**src/rtl/hdlc_rx_pkg.sv**
```systemverilog
package hdlc_rx_pkg;

    localparam int BYTE_W    = 8;
    localparam int CRC_W     = 16;
    localparam logic [CRC_W-1:0] CRC_INIT = 16'hFFFF;
    localparam logic [CRC_W-1:0] CRC_POLY = 16'h8408;  // reflected x^16+x^12+x^5+1
    localparam logic [CRC_W-1:0] CRC_GOOD = 16'hF0B8;
    localparam int RUN_STUFF = 5;
    localparam int RUN_FLAG  = 6;
    localparam logic [BYTE_W-1:0] ALL_CALL = 8'hFF;

    typedef enum logic [1:0] {
        ST_GOOD    = 2'd0,
        ST_BAD_FCS = 2'd1,
        ST_ABORT   = 2'd2,
        ST_SHORT   = 2'd3
    } rx_status_e;

    // Per-bit event produced by the delineator
    typedef struct packed {
        logic data;   // bit belongs to the byte stream
        logic value;  // its value
        logic flag;   // flag just completed
        logic abort;  // seventh consecutive one
    } bit_ev_t;

    function automatic logic [CRC_W-1:0] crc_step_byte(
        input logic [CRC_W-1:0] crc_in,
        input logic [BYTE_W-1:0] din
    );
        logic [CRC_W-1:0] c;
        c = crc_in;
        for (int i = 0; i < BYTE_W; i++) begin
            if (c[0] ^ din[i]) c = (c >> 1) ^ CRC_POLY;
            else               c = c >> 1;
        end
        return c;
    endfunction

    function automatic logic addr_ok(
        input logic [1:0]        mode,
        input logic              allc,
        input logic [BYTE_W-1:0] a1,
        input logic [BYTE_W-1:0] a2,
        input logic [BYTE_W-1:0] b0,
        input logic [BYTE_W-1:0] b1
    );
        if (mode == 2'd0) return 1'b1;
        if (mode == 2'd1) return (b0 == a1) || (allc && (b0 == ALL_CALL));
        return ((b0 == a1) && (b1 == a2)) ||
               (allc && (b0 == ALL_CALL) && (b1 == ALL_CALL));
    endfunction

endpackage

```
**src/rtl/hdlc_rx_delin.sv**
```systemverilog
module hdlc_rx_delin
    import hdlc_rx_pkg::*;
#(
    parameter int IDLE_RUN = 15
) (
    input  logic    clk,
    input  logic    rst,
    input  logic    bit_en,
    input  logic    rx_bit,
    input  logic    bypass,
    output bit_ev_t ev,
    output logic    idle
);
    localparam int RUN_W = $clog2(IDLE_RUN + 1);

    logic [RUN_W-1:0] run_q;

    always_ff @(posedge clk) begin
        if (rst) begin
            run_q <= '0;
        end else if (bit_en) begin
            if (!rx_bit)                           run_q <= '0;
            else if (run_q != RUN_W'(IDLE_RUN))    run_q <= run_q + 1'b1;
        end
    end

    always_comb begin
        ev = '0;
        if (bit_en) begin
            ev.value = rx_bit;
            if (bypass) begin
                ev.data = 1'b1;
            end else if (rx_bit) begin
                ev.data  = (run_q < RUN_W'(RUN_STUFF));
                ev.abort = (run_q == RUN_W'(RUN_FLAG));
            end else begin
                ev.data  = (run_q < RUN_W'(RUN_STUFF));
                ev.flag  = (run_q == RUN_W'(RUN_FLAG));
            end
        end
    end

    assign idle = (run_q == RUN_W'(IDLE_RUN));

endmodule

```
**src/rtl/hdlc_rx_pack.sv**
```systemverilog
module hdlc_rx_pack
    import hdlc_rx_pkg::*;
(
    input  logic              clk,
    input  logic              rst,
    input  bit_ev_t           ev,
    output logic              byte_vld,
    output logic [BYTE_W-1:0] byte_dat,
    output logic              flag_p,
    output logic              abort_p
);
    localparam int BIT_W = $clog2(BYTE_W);

    logic [BIT_W-1:0]  cnt_q;
    logic [BYTE_W-1:0] sh_q;
    logic [BYTE_W-1:0] sh_n;

    assign sh_n = {ev.value, sh_q[BYTE_W-1:1]};

    always_ff @(posedge clk) begin
        if (rst) begin
            cnt_q    <= '0;
            sh_q     <= '0;
            byte_vld <= 1'b0;
            byte_dat <= '0;
            flag_p   <= 1'b0;
            abort_p  <= 1'b0;
        end else begin
            byte_vld <= 1'b0;
            flag_p   <= ev.flag;
            abort_p  <= ev.abort;
            if (ev.flag || ev.abort) begin
                cnt_q <= '0;
            end else if (ev.data) begin
                sh_q  <= sh_n;
                cnt_q <= cnt_q + 1'b1;
                if (cnt_q == BIT_W'(BYTE_W - 1)) begin
                    byte_vld <= 1'b1;
                    byte_dat <= sh_n;
                end
            end
        end
    end

    // A flag bit is never a data bit, so no byte completes with it
    assert_flag_not_byte_R1: assert property (@(posedge clk) disable iff (rst)
        flag_p |-> !byte_vld);

endmodule

```
**src/rtl/hdlc_rx_frame.sv**
```systemverilog
module hdlc_rx_frame
    import hdlc_rx_pkg::*;
#(
    parameter int MIN_BYTES = 4
) (
    input  logic              clk,
    input  logic              rst,
    input  logic              bypass,
    input  logic [1:0]        addr_mode,
    input  logic              allcall_en,
    input  logic [BYTE_W-1:0] addr_first,
    input  logic [BYTE_W-1:0] addr_second,
    input  logic              byte_vld,
    input  logic [BYTE_W-1:0] byte_dat,
    input  logic              flag_p,
    input  logic              abort_p,
    output logic              out_valid,
    output logic [BYTE_W-1:0] out_data,
    output logic              out_sof,
    output logic              out_eof,
    output logic [1:0]        out_status
);
    localparam int CNT_W = $clog2(MIN_BYTES + 1);

    logic              in_frame_q;
    logic              sent_q;
    logic              accept_q;
    logic [CNT_W-1:0]  nb_q;
    logic [CRC_W-1:0]  crc_q;
    logic [BYTE_W-1:0] p0_q, p1_q;   // p1 is the older byte
    logic              acc_now;
    logic              third_byte;
    rx_status_e        end_st;

    assign third_byte = (nb_q == CNT_W'(2));
    assign acc_now    = third_byte ?
        addr_ok(addr_mode, allcall_en, addr_first, addr_second, p1_q, p0_q) : accept_q;

    always_comb begin
        if (nb_q < CNT_W'(MIN_BYTES)) end_st = ST_SHORT;
        else if (crc_q == CRC_GOOD)   end_st = ST_GOOD;
        else                          end_st = ST_BAD_FCS;
    end

    always_ff @(posedge clk) begin
        if (rst) begin
            in_frame_q <= 1'b0;
            sent_q     <= 1'b0;
            accept_q   <= 1'b0;
            nb_q       <= '0;
            crc_q      <= CRC_INIT;
            p0_q       <= '0;
            p1_q       <= '0;
            out_valid  <= 1'b0;
            out_data   <= '0;
            out_sof    <= 1'b0;
            out_eof    <= 1'b0;
            out_status <= ST_GOOD;
        end else begin
            out_valid <= 1'b0;
            out_sof   <= 1'b0;
            out_eof   <= 1'b0;
            if (bypass) begin
                in_frame_q <= 1'b0;
                sent_q     <= 1'b0;
                if (byte_vld) begin
                    out_valid <= 1'b1;
                    out_data  <= byte_dat;
                end
            end else if (abort_p) begin
                if (in_frame_q && sent_q) begin
                    out_eof    <= 1'b1;
                    out_status <= ST_ABORT;
                end
                in_frame_q <= 1'b0;
                sent_q     <= 1'b0;
            end else if (flag_p) begin
                if (in_frame_q && sent_q) begin
                    out_eof    <= 1'b1;
                    out_status <= end_st;
                end
                in_frame_q <= 1'b1;
                sent_q     <= 1'b0;
                accept_q   <= 1'b0;
                nb_q       <= '0;
                crc_q      <= CRC_INIT;
            end else if (byte_vld && in_frame_q) begin
                crc_q <= crc_step_byte(crc_q, byte_dat);
                p0_q  <= byte_dat;
                p1_q  <= p0_q;
                if (nb_q != CNT_W'(MIN_BYTES)) nb_q <= nb_q + 1'b1;
                if (nb_q >= CNT_W'(2)) begin
                    if (third_byte) accept_q <= acc_now;
                    if (acc_now) begin
                        out_valid <= 1'b1;
                        out_data  <= p1_q;
                        out_sof   <= third_byte;
                        sent_q    <= 1'b1;
                    end
                end
            end
        end
    end

    assert_sof_has_byte_R1: assert property (@(posedge clk) disable iff (rst)
        out_sof |-> out_valid);

    assert_eof_alone_R1: assert property (@(posedge clk) disable iff (rst)
        out_eof |-> !out_valid);

    assert_bypass_unframed_R10: assert property (@(posedge clk) disable iff (rst)
        $past(bypass) |-> (!out_sof && !out_eof));

    assert_abort_ends_frame_R4: assert property (@(posedge clk) disable iff (rst)
        (abort_p && !bypass) |=> !in_frame_q);

endmodule

```
**src/rtl/hdlc_rx_filter.sv**
```systemverilog
module hdlc_rx_filter
    import hdlc_rx_pkg::*;
#(
    parameter int IDLE_RUN  = 15,
    parameter int MIN_BYTES = 4
) (
    input  logic       clk,
    input  logic       rst,
    input  logic       bit_en,
    input  logic       rx_bit,
    input  logic       bypass,
    input  logic [1:0] addr_mode,
    input  logic       allcall_en,
    input  logic [7:0] addr_first,
    input  logic [7:0] addr_second,
    output logic       out_valid,
    output logic [7:0] out_data,
    output logic       out_sof,
    output logic       out_eof,
    output logic [1:0] out_status,
    output logic       idle
);
    bit_ev_t           ev;
    logic              byte_vld;
    logic [BYTE_W-1:0] byte_dat;
    logic              flag_p;
    logic              abort_p;

    hdlc_rx_delin #(.IDLE_RUN(IDLE_RUN)) u_delin (
        .clk    (clk),
        .rst    (rst),
        .bit_en (bit_en),
        .rx_bit (rx_bit),
        .bypass (bypass),
        .ev     (ev),
        .idle   (idle)
    );

    hdlc_rx_pack u_pack (
        .clk      (clk),
        .rst      (rst),
        .ev       (ev),
        .byte_vld (byte_vld),
        .byte_dat (byte_dat),
        .flag_p   (flag_p),
        .abort_p  (abort_p)
    );

    hdlc_rx_frame #(.MIN_BYTES(MIN_BYTES)) u_frame (
        .clk         (clk),
        .rst         (rst),
        .bypass      (bypass),
        .addr_mode   (addr_mode),
        .allcall_en  (allcall_en),
        .addr_first  (addr_first),
        .addr_second (addr_second),
        .byte_vld    (byte_vld),
        .byte_dat    (byte_dat),
        .flag_p      (flag_p),
        .abort_p     (abort_p),
        .out_valid   (out_valid),
        .out_data    (out_data),
        .out_sof     (out_sof),
        .out_eof     (out_eof),
        .out_status  (out_status)
    );

    assert_idle_no_sof_R12: assert property (@(posedge clk) disable iff (rst)
        (idle && !bypass) |-> !out_sof);

endmodule

```
**config.mk**
```make
export PLATFORM = sky130hd
export DESIGN_NAME = hdlc_rx_filter
export DESIGN_NICKNAME = d
export VERILOG_FILES = /design/src/rtl/hdlc_rx_pkg.sv /design/src/rtl/hdlc_rx_delin.sv /design/src/rtl/hdlc_rx_pack.sv /design/src/rtl/hdlc_rx_frame.sv /design/src/rtl/hdlc_rx_filter.sv
export SDC_FILE = /design/constraint.sdc
export NUM_CORES = 1
export LEC_CHECK = 0
export CAP_MARGIN = 40
export CORE_MARGIN = 8
export CORE_UTILIZATION = 45
export CTS_CLUSTER_SIZE = 40
export DETAILED_ROUTE_END_ITERATION = 6
export GPL_ROUTABILITY_DRIVEN = 0
export PLACE_DENSITY = 0.66
export SLEW_MARGIN = 10
export SYNTH_ARGS = -nofsm -noshare
export SYNTH_HDL_FRONTEND = slang
export SYNTH_SLANG_ARGS = --single-unit
```
**constraint.sdc**
```tcl
create_clock -name clk -period 4.1 [get_ports clk]
set_input_delay 0.82 -clock clk [delete_from_list [all_inputs] [get_ports clk]]
set_output_delay 0.82 -clock clk [all_outputs]
set_load 0.1 [all_outputs]
```
==> results.json, run 1 <==
{
  "status": "finished clean",
  "synth_common_cells": "76 x dfxtp_1, 54 x nand2_1, 36 x a21oi_1",
  "synth_ff_type": "dfxtp_1",
  "viasPerCell": 5.19,
  "ir_drop_mv": 0.234,
  "port_buffers": 37,
  "h-tree-depth": 3,
  "die_w_um": 106,
  "crit_path_max_fanout": 5,
  "synth_area_leaders": "dfxtp_1 42%, mux2i_1 6.6%, xor2_1 5.8%, nand2_1 5.6%, a21oi_1 5.0%",
  "cts_sinks": 76,
  "hp-class": "flip-flop to flip-flop",
  "reg2reg_to": "u_pack.sh_q[7]",
  "syn-cell-area_mm2": 0.00362,
  "reg2reg_slack_ns": 2.02,
  "start_kind": "flip-flop",
  "grt_pass1_wl_um": 14000,
  "synth.most_common_cell": "dfxtp_1",
  "clock-root-buffer": "clkbuf_8",
  "final_area_mm2": 0.00449,
  "core_mm2": 0.00777,
  "areaGrowthSynthToFinish_pct": 24.1,
  "start_util_pct": 46.6,
  "fin_crit_sh_pct": 67.3,
  "grt_pass1_vias": 2805,
  "clkSlewWorstSetupHoldPaths_ns": 0.08,
  "antenna_found_initial": 0,
  "fin_ws_ns": 1.34,
  "p_per_area_mw_per_mm2": 336,
  "hold-path-endpoint": "u_frame.out_data[1]",
  "ys_warn_count": 0,
  "num_vias": 2913,
  "p_leak_uw": 0.00170,
  "synth_edf_count": 0,
  "cp-end-kind": "output port",
  "ys_seq_area_share_pct": 42.0,
  "arrival_ns": 1.94,
  "std_cell_rows": 32,
  "numCtsBuffers": 9,
  "dieHeight_um": 106,
  "grt_overflow": 0,
  "cts_tree": "built",
  "die_area_mm2": 0.0112,
  "holdCritStartpoint": "u_frame.out_data[1]",
  "grt_max_degree": 39,
  "place_ws_ns": 1.34,
  "maxSlewViolCount": 0,
  "cts_resized": 0,
  "stdcell_count": 561,
  "worst_hold_path.num_cells": 2,
  "synthesis.nets": 442,
  "wl_per_cell_um": 14.6,
  "dr.pass1.iters": 4,
  "placedInstanceArea_mm2": 0.00425,
  "worstSetupPathType": "flip-flop to output port",
  "worst_pin_slew_ns": 0.680,
  "hold_viol": 0,
  "ff2ff_path_depth": 8,
  "ant_nets": 0,
  "synth_largest_area_cell": "dfxtp_1",
  "worstPathRequired_ns": 3.28,
  "synth_top_area_share_pct": 42.0,
  "worstSkewPairLatency_ns": 0.35,
  "fin_worst_skew_ns": 0.00983,
  "drc": 0,
  "period_minus_slack_ns": 2.76,
  "setup_tns_ns": 0,
  "ctsHoldBuffers": 0,
  "nNetsFinal": 486,
  "cts_setup_buffers": 0,
  "ios": 38,
  "timing.rr.start": "u_delin.run_q[0]",
  "grt_usage_pct": 15.2,
  "avgSynthCellArea_um2": 8.81,
  "antenna_cells": 0,
  "synthArstFlopShare_pct": 0,
  "dpl.cell_count": 546,
  "fmax_mhz": 362,
  "netlist_instances": 411,
  "maxCapViolations": 0,
  "drt_wl_total_um": 8170,
  "ys_seq_elements": 76,
  "rsz0062_at_grt": "false",
  "setup_viol": 0,
  "max_slew_margin_pct": 54.7,
  "drive_above_1_share_pct": 10.0,
  "drt_iter0_markers": 178,
  "synthDistinctLibCells": 45,
  "timing.hold.ws_ns": 0.456,
  "hpwl_um": 5900,
  "clockBufferDepth": 2
}
cell type report:
cell class,count,area (µm²)
flip-flops and latches,76,1520
well taps,102,128
repair buffers,57,628
multi-input cells,294,1910
clock inverters,4,97.6
fillers,700,3280
clock buffers,11,141
inverters,17,63.8
critical path, cell delays in order (launching register included):
cell             delay, ns
dfxtp_1               0.40
ha_1                  0.21
nand3_1               0.16
inv_1                 0.11
clkdlybuf4s50_1       0.51
buf_8                 0.20
placed cells by master, fill, tap and decap left out, types with 6 or more instances in the layout:
cell type        count
clkbuf_8            10
inv_1               17
xnor2_1             17
o22ai_1             14
xor2_1              24
buf_8               15
nand2_1             54
a211oi_1            11
dfxtp_1             76
mux2i_1             24
a21oi_1             36
clkdlybuf4s50_1     36
nand2b_1            19
ha_1                 7
o21ai_0              6
nor2_1              28
nor3_1               6
routing by layer:
| layer | routed length [µm] | vias up | part of all wire [%] | global-route usage, % |
|---|---|---|---|---|
| met5 | 0 | - | 0 | 0 |
| met4 | 61 | 0 | 0.75 | 4.72 |
| met3 | 347 | 6 | 4.2 | 4.57 |
| met2 | 3750 | 55 | 46 | 22.8 |
| met1 | 4020 | 1356 | 49 | 20.3 |
| li1 | - | 1496 | - | - |
worst max path at each step:
stage	startpoint	to	slack, ns	depth (start not counted)
finish	u_delin.run_q[0]	idle	1.34	5
global route	u_delin.run_q[0]	idle	1.24	5
CTS	u_delin.run_q[0]	idle	1.32	5
detailed placement	bypass	u_pack.sh_q[7]	1.34	6
global placement	bypass	u_frame.crc_q[2]	1.16	7
floorplan	u_delin.run_q[0]	idle	1.99	3
metrics by stage:
stage | utilization (%) | total power [µW]
2_1_floorplan | - | 806
3_3_place_gp | 51.8 | 836
3_5_place_dp | 54.8 | 838
4_1_cts | 57.8 | 1520
5_1_grt | 57.8 | 1560
6_report | 57.8 | 1510
power breakdown:
part / internal, µW / total (µW) / leakage (µW) / switching (µW)
Sequential: 742 / 745 / 0.000613 / 3.38
Clock: 418 / 688 / 0.000116 / 270
Combinational: 38.4 / 75.7 / 0.000966 / 37.3
Total: 1200 / 1510 / 0.00170 / 311
registers in the layout (all words and copies together) (netlist names), 2 cells and up:
register	count
u_frame.p1_q	8
u_pack.sh_q	7
u_frame.p0_q	8
u_delin.run_q	4
u_frame.nb_q	3
u_pack.cnt_q	3
u_frame.out_data	8
u_pack.byte_dat	8
u_frame.crc_q	16
u_frame.out_status	2
logic make-up after synthesis:
| logic type | Yosys count | synth area share [%] |
|---|---|---|
| AO/OA/AOI/OAI | 82 | 14.5 |
| XOR/XNOR | 41 | 9.92 |
| adder cells (fa/ha/maj) | 7 | 2.42 |
| buffers and inverters | 41 | 5.15 |
| flip-flops | 76 | 42.0 |
| multiplexers | 24 | 6.64 |
| AND/OR/NAND/NOR | 140 | 19.4 |
Note: power is estimated with default switching activity, not from simulation.
==> run 2, diff against run 1 <==
- PLACE_DENSITY: 0.66 -> 0.68
- clock period: 4.1 -> 2.4 ns (I/O delays scaled with it)
==> results.json, run 2 (synthesized netlist as in run 1, its figures left out) <==
{
  "status": "finished clean",
  "worstPathRequired_ns": 1.92,
  "setup_viol": 0,
  "grt_overflow": 0,
  "drc": 0,
  "cp-startpoint": "u_delin.run_q[0]",
  "die_w_um": 106,
  "ctsHoldBuffers": 0,
  "start_util_pct": 46.6,
  "antenna_found_initial": 0,
  "ir_drop_mv": 0.249,
  "maxCapViolations": 0,
  "cp_slowest_cell": "dfxtp_1",
  "regMostFlops": "u_frame.crc_q",
  "worst_pin_slew_ns": 0.483,
  "ant_nets": 0,
  "num_vias": 2893,
  "fin_crit_sh_pct": 81.1,
  "hpwl_um": 5720,
  "die_area_mm2": 0.0112,
  "hold_viol": 0,
  "p_per_area_mw_per_mm2": 551,
  "start_kind": "flip-flop",
  "reg2reg_to": "u_pack.sh_q[1]",
  "core_mm2": 0.00777,
  "clkSlewWorstSetupHoldPaths_ns": 0.07,
  "numCtsBuffers": 9,
  "cts_tree": "built",
  "final_common_cell": "dfxtp_1",
  "crit_path_max_fanout": 5,
  "setup_tns_ns": 0,
  "path_depth": 4,
  "h-tree-depth": 3,
  "reg2reg_slack_ns": 0.57,
  "timing.rr.start": "u_delin.run_q[0]",
  "ff2ff_path_depth": 8,
  "viasPerCell": 5.24,
  "maxSlewViolCount": 0,
  "drt_iter0_markers": 143,
  "areaGrowthSynthToFinish_pct": 17.3,
  "grt_pass1_wl_um": 13400,
  "grt_usage_pct": 14.6,
  "max_slew_margin_pct": 67.8,
  "drt_wl_total_um": 7950,
  "port_buffers": 37,
  "cts_setup_buffers": 0,
  "fin_worst_skew_ns": 0.00675,
  "utilization_pct": 54.7,
  "dr.pass1.iters": 5,
  "grt_max_degree": 45,
  "cts_sinks": 76,
  "nNetsFinal": 477,
  "antenna_cells": 0,
  "cts_resized": 0,
  "worstSetupPathType": "flip-flop to output port",
  "std_cell_rows": 32,
  "period_minus_slack_ns": 1.95,
  "largest_reg_flops": 16,
  "slowest_delay_ns": 0.41,
  "ios": 38,
  "rsz0062_at_grt": "false",
  "crit_chain": "ha_1 -> nand3_1 -> inv_1 -> buf_12",
  "critPathTopFamily": "flip-flops",
  "grt_pass1_vias": 2803,
  "worst_hold_path.num_cells": 2,
  "wl_per_cell_um": 14.4,
  "dieHeight_um": 106,
  "cp-end-kind": "output port",
  "fmax_mhz": 513,
  "clockBufferDepth": 2,
  "worstSkewPairLatency_ns": 0.34,
  "critPathBufInv": 2,
  "drive_above_1_share_pct": 10.9,
  "arrival_ns": 1.47,
  "cp-endpoint": "idle",
  "p_leak_uw": 0.00163,
  "clock-root-buffer": "clkbuf_8",
  "hp-class": "flip-flop to flip-flop",
  "most-common-layout-cells": "76 x dfxtp_1, 54 x nand2_1, 36 x a21oi_1, 28 x nor2_1"
}
run 2: changes by cell type in the layout (fill, tap and decap cells not counted), sizes merged:
| cell | delta |
|---|---|
| clkbuf | +2 |
| clkinv | +1 |
| clkdlybuf4s50 | -14 |
| bufinv | -2 |
| clkinvlp | -1 |
| buf | +5 |
run 2: per-stage QoR:
step / power [µW] / hold WS (ns) / instance area (µm²) / std cells / setup slack (ns)
final: 2340 / 0.460 / 4250 / 552 / 0.452
after global routing: 2420 / 0.482 / 4250 / 552 / 0.289
after CTS: 2370 / 0.464 / 4250 / 552 / 0.440
after detailed placement: 1440 / 0.452 / 4060 / 537 / 0.113
after global placement: 1430 / 0.445 / 4060 / 537 / 0.159
after floorplan: 1380 / 0.426 / 3620 / 411 / 0.629
run 2: worst min-delay path by stage:
| stage | start | to | slack [ns] |
|---|---|---|---|
| final | u_frame.out_data[6] | u_frame.out_data[6] | 0.46 |
| after global routing | u_frame.out_data[4] | u_frame.out_data[4] | 0.48 |
| after global placement | u_frame.out_data[2] | u_frame.out_data[2] | 0.44 |
| after CTS | u_frame.out_data[1] | u_frame.out_data[1] | 0.46 |
| after floorplan | u_frame.sent_q | u_frame.sent_q | 0.43 |
| after detailed placement | u_frame.out_data[6] | u_frame.out_data[6] | 0.45 |
run 2: layer usage:
metal / up-vias / global-route usage [%] / part of all wire (%)
met2: 41 / 22.7 / 46
met3: 16 / 2.44 / 2.9
li1: 1483 / - / -
met1: 1353 / 18.7 / 48
met4: 0 / 8.54 / 2.6
met5: - / 0 / 0
run 2: final cells by class:
| cell class | instances | area [µm²] |
|---|---|---|
| clock buffers | 13 | 149 |
| clock inverters | 2 | 35.0 |
| fillers | 751 | 3520 |
| inverters | 17 | 63.8 |
| multi-input cells | 294 | 1910 |
| flip-flops and latches | 76 | 1520 |
| well taps | 102 | 128 |
| repair buffers | 48 | 438 |
run 2: where the power goes:
group,total (µW),internal (µW),switching [µW]
combinational,132,69.4,63.0
clock,936,503,432
sequential,1270,1270,5.75
total,2340,1840,501
run 2: tightest hold or removal path, cell delays in order, from the launching register on:
cell      delay [ns]
dfxtp_1         0.31
inv_1           0.05
a211oi_1        0.05
==> run 3, diff against run 2 <==
- PLACE_DENSITY: 0.68 -> 0.66
- clock period: 2.4 -> 1.84 ns (I/O delays scaled with it)
==> results.json, run 3 (synthesized netlist as in run 1, its figures left out) <==
{
  "setup_viol": 0,
  "rsz0062_at_grt": "true",
  "p_switching_uw": 711,
  "regMostFlops": "u_frame.crc_q",
  "cts_sinks": 76,
  "worstSkewPairLatency_ns": 0.35,
  "worst_pin_slew_ns": 0.418,
  "grt_overflow": 0,
  "nFillCells": 718,
  "cp_slowest_cell": "clkdlybuf4s50_1",
  "antenna_cells": 0,
  "power_frac_clock_pct": 45.6,
  "port_buffers": 37,
  "largest_reg_flops": 16,
  "slowest_delay_ns": 0.41,
  "drc": 0,
  "ctsHoldBuffers": 0,
  "antenna_found_initial": 0,
  "arrival_ns": 1.99,
  "h-tree-depth": 3,
  "p_per_area_mw_per_mm2": 734,
  "die_area_mm2": 0.0112,
  "clockBufferDepth": 2,
  "ant_nets": 0,
  "ios": 38,
  "switching_share_pct": 20.9,
  "dieHeight_um": 106,
  "ir_drop_mv": 0.434,
  "intPower_uw": 2690,
  "fmax_mhz": 566,
  "max_slew_margin_pct": 71.9,
  "hold-path-endpoint": "u_frame.out_sof",
  "viasPerCell": 5.20,
  "worstPathRequired_ns": 2.06,
  "drt_iter0_markers": 165,
  "drive_above_1_share_pct": 16.6,
  "holdCritStartpoint": "rst",
  "crit_path_max_fanout": 9,
  "core_mm2": 0.00777,
  "fin_ws_ns": 0.0732,
  "start_kind": "input port",
  "p_leak_uw": 0.00180,
  "numCtsBuffers": 9,
  "hpwl_um": 6110,
  "hold_viol": 0,
  "ff2ff_path_depth": 7,
  "combPwrFrac_pct": 5.6,
  "clock-root-buffer": "clkbuf_8",
  "final_common_cell": "dfxtp_1",
  "reg2reg_slack_ns": 0.12,
  "die_w_um": 106,
  "reg2reg_to": "u_frame.out_data[0]",
  "nNetsFinal": 495,
  "cp-end-kind": "flip-flop",
  "drt_wl_total_um": 8360,
  "grt_pass1_vias": 3002,
  "areaGrowthSynthToFinish_pct": 28.2,
  "most-common-layout-cells": "74 x dfxtp_1, 54 x nand2_1, 36 x a21oi_1, 28 x nor2_1, 27 x buf_4",
  "dr.pass1.iters": 4,
  "cts_tree": "built",
  "worst_hold_path.num_cells": 5,
  "std_cell_rows": 32,
  "clkSlewWorstSetupHoldPaths_ns": 0.08,
  "num_vias": 2968,
  "fin_worst_skew_ns": 0.0146,
  "start_util_pct": 46.6,
  "period_minus_slack_ns": 1.77,
  "worstSetupPathType": "input port to flip-flop",
  "maxCapViolations": 0,
  "hp-class": "input port to flip-flop",
  "fin_crit_sh_pct": 96.0,
  "grt_usage_pct": 15.7,
  "cts_setup_buffers": 0,
  "p_seq_share_pct": 48.7,
  "place_ws_ns": -0.355,
  "status": "finished clean",
  "timing.hold.ws_ns": 0.480,
  "critPathTopFamily": "compound AO/OA/AOI/OAI gates",
  "timing.rr.start": "u_frame.p0_q[2]",
  "crit_chain": "clkdlybuf4s50_1 -> xor2_1 -> nor4_2 -> a21boi_2 -> o21a_2 -> a21oi_1 -> a211oi_1",
  "wl_per_cell_um": 14.6,
  "grt_max_degree": 42,
  "maxSlewViolCount": 0,
  "critPathBufInv": 1,
  "grt_pass1_wl_um": 14400
}
## run 3: cell count changes in the layout (fill, tap and decap cells not counted), sizes merged
| cell | previous run | this run |
|---|---|---|
| clkbuf | 13 | 10 |
| buf | 26 | 44 |
| clkinv | 1 | 2 |
| bufinv | 1 | 3 |
| dlymetal6s2s | 0 | 1 |
| clkinvlp | 0 | 1 |
| clkdlybuf4s50 | 22 | 21 |
## run 3: how the worst max path moves through the flow
stage	cells past startpoint	slack, ns	to	start
2_1_floorplan	9	0.14	u_pack.sh_q[7]	u_delin.run_q[0]
3_3_place_gp	7	-0.27	u_frame.out_sof	addr_second[2]
3_5_place_dp	8	-0.35	u_frame.out_data[0]	addr_mode[1]
4_1_cts	4	0.006	idle	u_delin.run_q[0]
5_1_grt	7	-0.01	u_frame.out_sof	addr_second[0]
6_report	7	0.07	u_frame.out_data[0]	addr_second[0]
## run 3: worst reg2reg max path, cell delays in order (launching register included)
cell and delay [ns]:
dfxtp_1 0.41, nand4_1 0.13, nor4_1 0.28, a41oi_1 0.16
buf_4 0.17, o21a_2 0.17, a21oi_1 0.20, a211oi_1 0.07
## run 3: layout make-up
class                      count  area (µm²)  share of cell area, %
inverter                      17        63.8                   1.38
sequential                    76        1520                   32.8
multi-input combinational    294        1930                   41.5
clock buffer                  10         138                   2.97
clock inverter                 6         111                   2.40
tap                          102         128                   2.75
timing repair buffer          66         751                   16.2
## run 3: layer usage
| layer | up-vias | routed length (µm) | global-route usage, % |
|---|---|---|---|
| met5 | - | 0 | 0 |
| met4 | 0 | 41 | 4.82 |
| met3 | 2 | 324 | 4.02 |
| met2 | 54 | 3990 | 25.0 |
| met1 | 1393 | 4000 | 20.2 |
| li1 | 1519 | - | - |
## run 3: power groups by stage
stage	clock network (µW)	registers, µW	logic (µW)
global placement	0	1700	188
detailed placement	0	1700	191
finish	1550	1660	191
CTS	1580	1660	193
floorplan	0	1700	100
global route	1650	1660	209
## run 3: repair_timing
item                                    4_1_cts  5_1_grt
hold endpoints to repair                      0        0
resized for setup                             1        7
gates cloned                                  0        0
endpoints found under the setup margin        1       11
pin swaps                                     0        1
## run 3: per-stage QoR
step	setup TNS (ns)	power, µW	util [%]	instance area [µm²]	std cells
3_5_place_dp	-5.20	1890	56.3	4370	555
6_report	0	3410	59.7	4640	571
4_1_cts	0	3430	59.5	4620	571
2_1_floorplan	0	1800	-	3620	411
3_3_place_gp	-3.95	1890	56.3	4370	555
5_1_grt	-0.0148	3530	59.7	4640	571
